`src/rtl/rid_msi_xlate.sv`:
```
module rid_msi_xlate #(
  parameter int ENTRIES = 8,
  parameter int RID_W   = 16,
  parameter int SPEC_W  = 32,
  parameter int CTRL_W  = 2,
  localparam int IDX_W  = (ENTRIES > 1) ? $clog2(ENTRIES) : 1,
  localparam int LEN_W  = RID_W + 1,
  localparam int CMP_W  = RID_W + 2
) (
  input  logic              clk,
  input  logic              rst_n,
  input  logic              cfg_we,
  input  logic [2:0]        cfg_field,
  input  logic [IDX_W-1:0]  cfg_idx,
  input  logic [SPEC_W-1:0] cfg_wdata,
  input  logic              lk_valid,
  input  logic [RID_W-1:0]  lk_rid,
  input  logic [CTRL_W-1:0] lk_ctrl,
  output logic              rsp_valid,
  output logic              rsp_hit,
  output logic [SPEC_W-1:0] rsp_spec
);

  logic [RID_W-1:0]  base_q [ENTRIES];
  logic [CTRL_W-1:0] ctrl_q [ENTRIES];
  logic [SPEC_W-1:0] msi_q  [ENTRIES];
  logic [LEN_W-1:0]  len_q  [ENTRIES];
  logic [ENTRIES-1:0] en_q;
  logic [RID_W-1:0]  mask_q;

  always_ff @(posedge clk) begin
    if (!rst_n) begin
      for (int i = 0; i < ENTRIES; i++) begin
        base_q[i] <= '0;
        ctrl_q[i] <= '0;
        msi_q[i]  <= '0;
        len_q[i]  <= '0;
      end
      en_q   <= '0;
      mask_q <= '1;
    end else if (cfg_we) begin
      case (cfg_field)
        3'd0: base_q[cfg_idx] <= cfg_wdata[RID_W-1:0];
        3'd1: ctrl_q[cfg_idx] <= cfg_wdata[CTRL_W-1:0];
        3'd2: msi_q[cfg_idx]  <= cfg_wdata;
        3'd3: len_q[cfg_idx]  <= cfg_wdata[LEN_W-1:0];
        3'd4: mask_q          <= cfg_wdata[RID_W-1:0];
        3'd5: en_q            <= cfg_wdata[ENTRIES-1:0];
        default: ;
      endcase
    end
  end

  wire [RID_W-1:0] rid_m = lk_rid & mask_q;
  wire [CMP_W-1:0] rid_x = CMP_W'(rid_m);

  logic [ENTRIES-1:0] hit_v;
  logic [SPEC_W-1:0]  spec_v [ENTRIES];

  for (genvar g = 0; g < ENTRIES; g++) begin : g_ent
    wire [CMP_W-1:0] lo = CMP_W'(base_q[g]);
    wire [CMP_W-1:0] hi = lo + CMP_W'(len_q[g]);
    wire [RID_W-1:0] off = rid_m - base_q[g];
    assign hit_v[g]  = en_q[g] && (ctrl_q[g] == lk_ctrl) && (rid_x >= lo) && (rid_x < hi);
    assign spec_v[g] = SPEC_W'(off) + msi_q[g];
  end

  logic [SPEC_W-1:0] pick;
  always_comb begin
    pick = '0;
    for (int i = ENTRIES - 1; i >= 0; i--)
      if (hit_v[i]) pick = spec_v[i];
  end

  always_ff @(posedge clk) begin
    if (!rst_n) begin
      rsp_valid <= 1'b0;
      rsp_hit   <= 1'b0;
      rsp_spec  <= '0;
    end else begin
      rsp_valid <= lk_valid;
      rsp_hit   <= lk_valid && (|hit_v);
      rsp_spec  <= lk_valid ? pick : '0;
    end
  end


  rsp_follows_req_chk: assert property (@(posedge clk) disable iff (!rst_n)
    lk_valid |=> rsp_valid);

  rsp_quiet_chk: assert property (@(posedge clk) disable iff (!rst_n)
    !lk_valid |=> !rsp_valid);

  miss_zero_chk: assert property (@(posedge clk) disable iff (!rst_n)
    (rsp_valid && !rsp_hit) |-> (rsp_spec == '0));

  hit_needs_entry_chk: assert property (@(posedge clk) disable iff (!rst_n)
    rsp_hit |-> $past(|en_q));

  hit_only_valid_chk: assert property (@(posedge clk) disable iff (!rst_n)
    rsp_hit |-> rsp_valid);

endmodule

```
`config.mk`:
```
export PLATFORM = sky130hd
export DESIGN_NAME = rid_msi_xlate
export DESIGN_NICKNAME = d
export VERILOG_FILES = /design/src/rtl/rid_msi_xlate.sv
export SDC_FILE = /design/constraint.sdc
export NUM_CORES = 2
export LEC_CHECK = 0
export BUFFER_PORTS_ARGS = -buffer_cell sky130_fd_sc_hd__buf_2
export CAP_MARGIN = 20
export CORE_ASPECT_RATIO = 2
export CORE_MARGIN = 2
export CORE_UTILIZATION = 50
export CTS_BUF_LIST = sky130_fd_sc_hd__clkbuf_8
export DETAILED_ROUTE_END_ITERATION = 10
export PLACE_DENSITY = 0.64
export SKIP_LAST_GASP = 1
export SYNTH_ARGS = -nofsm -noshare
export SYNTH_HDL_FRONTEND = slang
export SYNTH_SLANG_ARGS = --single-unit
export TNS_END_PERCENT = 1
```
`constraint.sdc`:
```
create_clock -name clk -period 8.71 [get_ports clk]
set_clock_uncertainty 0.05 [all_clocks]
set_input_delay 2.613 -clock clk [delete_from_list [all_inputs] [get_ports clk]]
set_output_delay 2.613 -clock clk [all_outputs]
set_load 0.01 [all_outputs]
```
Word level (Yosys, flattened, before mapping) --
Memory sizes are Yosys's and may differ from the RTL's. Index checks and enable logic that the tools add are counted.
Word-level totals: memories 4, bits in writable memories 536, register bits 58, logic and storage cells 134, latch bits 0, memory bits (read-only) 0, bits of input ports 60
Operators by class: reductions and logical operators 34, $mul 0, bitwise gates (word level) 1, add/sub/neg operators 24, shift operators 0, divide/modulo/power cells 0, muxes and demuxes 37, equality and inequality tests 13, $lt $le $gt $ge 16
Memory list:
- msi_q | depth 8, width 32, read ports 8, clocked after Yosys merged registers in 0, wr ports 8, RTL line 26 | logic [SPEC_W-1:0] msi_q [ENTRIES];
- len_q | depth 8, width 17, read ports 8, clocked after Yosys merged registers in 0, wr ports 8, RTL line 27 | logic [LEN_W-1:0] len_q [ENTRIES];
- base_q | depth 8, width 16, read ports 8, clocked after Yosys merged registers in 0, wr ports 8, RTL line 24 | logic [RID_W-1:0] base_q [ENTRIES];
- ctrl_q | depth 8, width 2, read ports 8, clocked after Yosys merged registers in 0, wr ports 8, RTL line 25 | logic [CTRL_W-1:0] ctrl_q [ENTRIES];
Operator list (count):
- $mux W32 | 9
- $add A16 B32 Y32 | 8
- $add A16 B17 Y18 | 8
- $lt A16 B18 Y1 | 8
- $ge A16 B16 Y1 | 8
- $sub A16 B16 Y16 | 8
- $reduce_or A32 Y1 | 1
- $logic_and A1 B1 Y1 | 25
- $mux W1 | 21
- $mux W17 | 1
- $reduce_or A17 Y1 | 1
- $and A16 B16 Y16 | 1
- $eq A2 B2 Y1 | 8
- $mux W16 | 1
- $reduce_or A16 Y1 | 1
- $mux W3 | 4
- $reduce_or A8 Y1 | 1
- $eq A3 B2 Y1 const B | 2
- $eq A3 B3 Y1 const B | 2
- $reduce_and A2 Y1 | 3
- $eq A3 B1 Y1 const B | 1
- $logic_not A3 Y1 | 1
- $mux W2 | 1
- $reduce_or A2 Y1 | 1

Longest topological paths before layout --
An unclocked memory read counts as a cell.
depth after elaboration 13, gate-level depth with buffers 27, depth with buffers taken out 27

Worst setup path after synthesis --
Ideal clock, no wire load.
path type input to register, start point input lk_rid[0], end point register rsp_spec[22], path buffers 0, required time 8.565 ns, setup slack 1.236 ns, setup time 0.095 ns, arrival time 7.329 ns, cell stages on the path 22, cell sequence nand2_1 -> ha_1 -> inv_1 -> o21bai_1 -> maj3_1 -> maj3_1 -> maj3_1 -> o21ai_1 -> a21o_1 -> a21oi_1 -> xnor2_1 -> ha_1 -> a21oi_1 -> a21boi_0 -> nor2_1 -> o21ai_0 -> a21bo_2 -> o41ai_1 -> nor2_1 -> and3_1 -> xnor2_1 -> a221oi_1
On the way: longest elaborated chain between the ends 12
Ends and longest elaborated chain:
- start, declared | RTL line 17 | input logic [RID_W-1:0] lk_rid,
- $and A16 B16 Y16 * | RTL line 54 | wire [RID_W-1:0] rid_m = lk_rid & mask_q;
- branches (longest 10 deep; another with $add A16 B32 Y32)
- $mux W32 * | RTL line 72 | if (hit_v[i]) pick = spec_v[i];
- end signal, assigned | RTL line 83 | rsp_spec <= lk_valid ? pick : '0;
- end, declared | RTL line 21 | output logic [SPEC_W-1:0] rsp_spec
Every way passes the cells marked *. A chain may end at the register's enable or synchronous reset.

Worst setup path in the final report --
start point input lk_rid[0], end point register rsp_spec[31]
Same word-level chain as after synthesis.

==> results.md <==
Outcome:
- The run finished with clean final reports.

Synth:
- Yosys instantiated no cell more often than and2_1.
- The synthesized design contains between 500 and 600 register bits.
- Ranked by total cell area, the synthesized netlist is headed by edfxtp_1 35%, ha_1 12%, and2_1 7.5%.
- When the netlist entered floorplanning its net count stood at 5359.
- The number of cells produced by synthesis is 4815.
- The number of synthesis warnings is 0.
- For this run, the register share of the synthesized area comes to 0.371.
- The commonest cells after synthesis are 556 x and2_1, 536 x edfxtp_1, 464 x ha_1, 302 x a21oi_1, 288 x nor2_1.
- The largest area contributor in the netlist is edfxtp_1.
- The cell area that synthesis handed to floorplanning was around 46000 um2.
- For this run, asynchronously set or reset flops after synthesis account for 0.
- The fraction of synthesized cell area taken by the top area cell type is 0.346.
- The average instance in the mapped netlist occupies ~9.7 um2.
- The count of unique library cells instantiated by Yosys is 111.
- The most common flop cell mapped by yosys is edfxtp_1.
- In this run, synthesis inferred between 500 and 600 flip-flops with an integrated enable.

Routing:
- For this block, the routed nets add up to 166 mm of wire.
- Dividing the detail-routed wire length by the instance count gives 26.4 um.
- Before antenna repair, the detailed router went through 8 iterations.
- Using the TritonRoute via totals, the vias-per-cell ratio works out to 6.17.
- Once detail routing completed, the nets flagged for antenna violations numbered 0.
- For this run, design rule violations remaining after detail routing come to 0.
- The detailed router placed 38.6k vias in this run.
- In this run, the number of DRC markers left after iteration 0 of detailed routing was 3821.

STA:
- The worst path in the final design needs a cycle of roughly 7600 ps, including I/O delays and setup.
- Timing would allow up to 131 MHz.
- The post-route worst setup slack is 1080 ps.
- The max-slew violation count came to 0.
- Setup violations remaining at the end of the flow were counted as 0.
- The count of endpoints failing hold in the final timing report is 0.
- The post-route setup TNS is 0 ps.
- For the pin with the worst max-slew slack, the measured transition is 1190 ps.
- Hold is met by 410 ps.
- Setup repair after global routing left no endpoint under its margin.
- Dividing the final minimum period by the clock period gives 0.876.
- The worst pin sits at a relative slew slack of 0.205.

Placement:
- Once detailed placement completed, the half-perimeter wirelength came to between 100 and 150 mm.
- The worst setup timing slack at the placement stage is 418 ps.
- Summing all placed instances gives a cell area of 48800 um2.
- Input and output buffers added on the ports amount to 93.
- The final weighted congestion in routability-driven placement is 1.01.

Finish:
- In the final layout, the share of cells above drive strength 1 is 0.0897.
- At the end of the flow the core is filled with cells to 0.551.
- Fill cells in the final layout number slightly above 8k.
- At the end of the flow, the number of nets in the layout was 5524.
- Registers take ~17000 um2.
- The area growth from synthesis to layout is 9.43%.
- The area taken by multi-input logic gates is 27800 um2.
- The cell area after layout is 50900 um2.

Global route:
- The via count of the first global-routing pass is 37.3k.
- The number of antenna violations at the first check in global routing is 15.
- Across every metal layer, demand over resource in global routing totals 0.344.
- After global routing the overflow that remains totals 0.
- The maximum number of pins on one net before global-route repair is 35.
- The first global-routing pass estimated 241 mm of wire.

Critical path:
- In this run the worst path has a maximum fanout of 9.
- Traced cell by cell, the critical path runs through buf_2 > nand2_1 > buf_4 > ha_1 > inv_1 > o21bai_1 > maj3_1 > maj3_1 > maj3_1 > o21ai_1 > a21o_1 > a21oi_1 > xnor2_1 > ha_1 > a21oi_1 > a21boi_0 > a211oi_1 > o211ai_1 > nand3b_1 > nor4_1 > xor2_1 > nor2_1 > a311o_1 > a21oi_1.
- The data arrival at the endpoint of the critical path is 8320 ps.
- The kind of cell with the highest combined delay along the critical path is compound AO/OA/AOI/OAI gates.
- The cell with the largest stage delay on the worst path is maj3_1.
- The required time of the critical path is ~9400 ps.
- The count of buffer and inverter cells on the critical path is 3.
- The kind of end point of the critical path is a register.
- The critical path is of the primary input to register type.
- The largest stage delay on the critical path is 400 ps.
- The worst setup path is launched from a primary input.

Clocking:
- After clock tree synthesis, the clock-pin slew on the worst setup and hold paths is roughly 60 ps.
- The number of buffers created by CTS is 95.
- The post-CTS resize count is 0.
- The number of buffers added for setup after CTS is 0.
- In this run, post-CTS hold repair placed 0 buffers.
- The maximum buffer depth of the clock tree is 3.
- The later pin in the worst-skew pair is clocked with a latency of between 800 and 900 ps.
- CTS built an H-tree with a depth of 3.
- The clock net sink count is 594.
- The TritonCTS clock tree is done.
- The cell chosen for the clock root is clkbuf_8.

Floorplan:
- The die boundary width is 220 um.
- In this run the vertical extent of the chip is 435 um.
- After floorplanning, the core was divided into ~160 placement rows.
- The count of pins on the block boundary is 94.
- The initial cell density of the core is 0.503.
- The die covers 95500 um2.
- The core box area is 92300 um2.

Pwr:
- In this run the power density over the cells is between 150 and 200 nW/um2.
- Across the VDD grid, the largest voltage drop is 0.000203 V.
- The static leakage is 20.8 nW.

Run:
- The number of maximum-capacitance constraint violations is 0.

Min path:
- The classification of the worst-slack hold path is register to register.
## area by class of cell
type | instances | share of cell area
Clock inverter | 76 | 0.0115
Tap cell | 1200 | 0.0295
Antenna cell | 2 | 0.0000984
Multi-Input combinational cell | 3839 | 0.546
Clock buffer | 102 | 0.0276
Timing Repair Buffer | 216 | 0.0288
Inverter | 234 | 0.0173
Sequential cell | 594 | 0.339
## layer usage
metal | vias to the layer above | GRT usage | share of wire | wire length (um)
met1 | 18600 | 0.419 | 0.39 | 64700
met4 | 10 | 0.215 | 0.075 | 12400
li1 | 17900 | - | - | -
met3 | 484 | 0.0498 | 0.067 | 11000
met2 | 1623 | 0.567 | 0.47 | 77400
met5 | - | 0 | 0.00042 | 70
## per-stage QoR
step / power, mW / std cells
finish: 9.24 / 6263
global route: 9.66 / 6262
CTS: 9.21 / 6253
detailed placement: 6.57 / 6075
global placement: 6.51 / 6074
floorplan: 5.62 / 4815
## state kept, by name (all words and copies together), names as in the netlist
| name | flops |
|---|---|
| base_q | 128 |
| msi_q | 256 |
| mask_q | 16 |
| len_q | 136 |
| en_q | 8 |
| rsp_hit | 1 |
| rsp_spec | 32 |
| ctrl_q | 16 |
| rsp_valid | 1 |
## power breakdown
part | internal [mW] | switching (mW)
clock | 1.36 | 1.29
combinational | 1.26 | 1.98
sequential | 3.24 | 0.106
total | 5.86 | 3.37
## cell families after synthesis
family          after synthesis  synth area share
simple gates               1681             0.195
compound gates             1188             0.174
flops                       594             0.371
fa+ha+maj                   500             0.137
xor+xnor                    468            0.0882
buf+inv                     382            0.0332
mux                           2          0.000431
## worst paths after layout
| path | from | end | slack [ps] | cells past startpoint |
|---|---|---|---|---|
| min reg2reg | mask_q[14] | mask_q[14] | 410 | 2 |
| max reg2reg | base_q[5][3] | rsp_spec[10] | 2470 | 20 |
| min | mask_q[14] | mask_q[14] | 410 | 2 |
| max | lk_rid[0] | rsp_spec[31] | 1080 | 24 |
## cells in the final DEF, fill, tap and decap left out, types with 33 or more instances in the layout
| cell type | synthesis | layout |
|---|---|---|
| a211oi_1 | 46 | 46 |
| a21o_1 | 123 | 123 |
| a21oi_1 | 302 | 302 |
| a31oi_1 | 33 | 33 |
| and2_1 | 556 | 556 |
| and3_1 | 75 | 75 |
| buf_2 | 25 | 93 |
| buf_4 | 10 | 116 |
| clkbuf_8 | 0 | 102 |
| dfxtp_1 | 58 | 58 |
| edfxtp_1 | 536 | 536 |
| ha_1 | 464 | 464 |
| inv_1 | 230 | 246 |
| nand2_1 | 269 | 269 |
| nand2b_1 | 46 | 46 |
| nand3_1 | 130 | 130 |
| nand4_1 | 47 | 47 |
| nor2_1 | 288 | 286 |
| nor2b_1 | 58 | 57 |
| nor3_1 | 65 | 65 |
| o211ai_1 | 36 | 36 |
| o21a_1 | 65 | 65 |
| o21ai_0 | 202 | 178 |
| o21bai_1 | 41 | 41 |
| o221ai_1 | 34 | 34 |
| o31ai_1 | 33 | 33 |
| xnor2_1 | 283 | 283 |
| xor2_1 | 185 | 185 |
## worst reg2reg max path, stage by stage, from the launching register on
cell and delay [ps]:
edfxtp_1 510, ha_1 390, a21oi_1 240, nor2b_1 100
o311a_1 310, or2_2 320, a21o_1 180, a21oi_1 170
xor2_1 240, ha_1 290, a21o_1 180, a21o_1 170
a21o_1 170, a21o_1 170, a211oi_1 250, a211oi_1 220
a21oi_2 500, buf_4 380, nor3_4 120, a211oi_1 710
o21ai_0 330
Power figures use the tool's default switching activity.
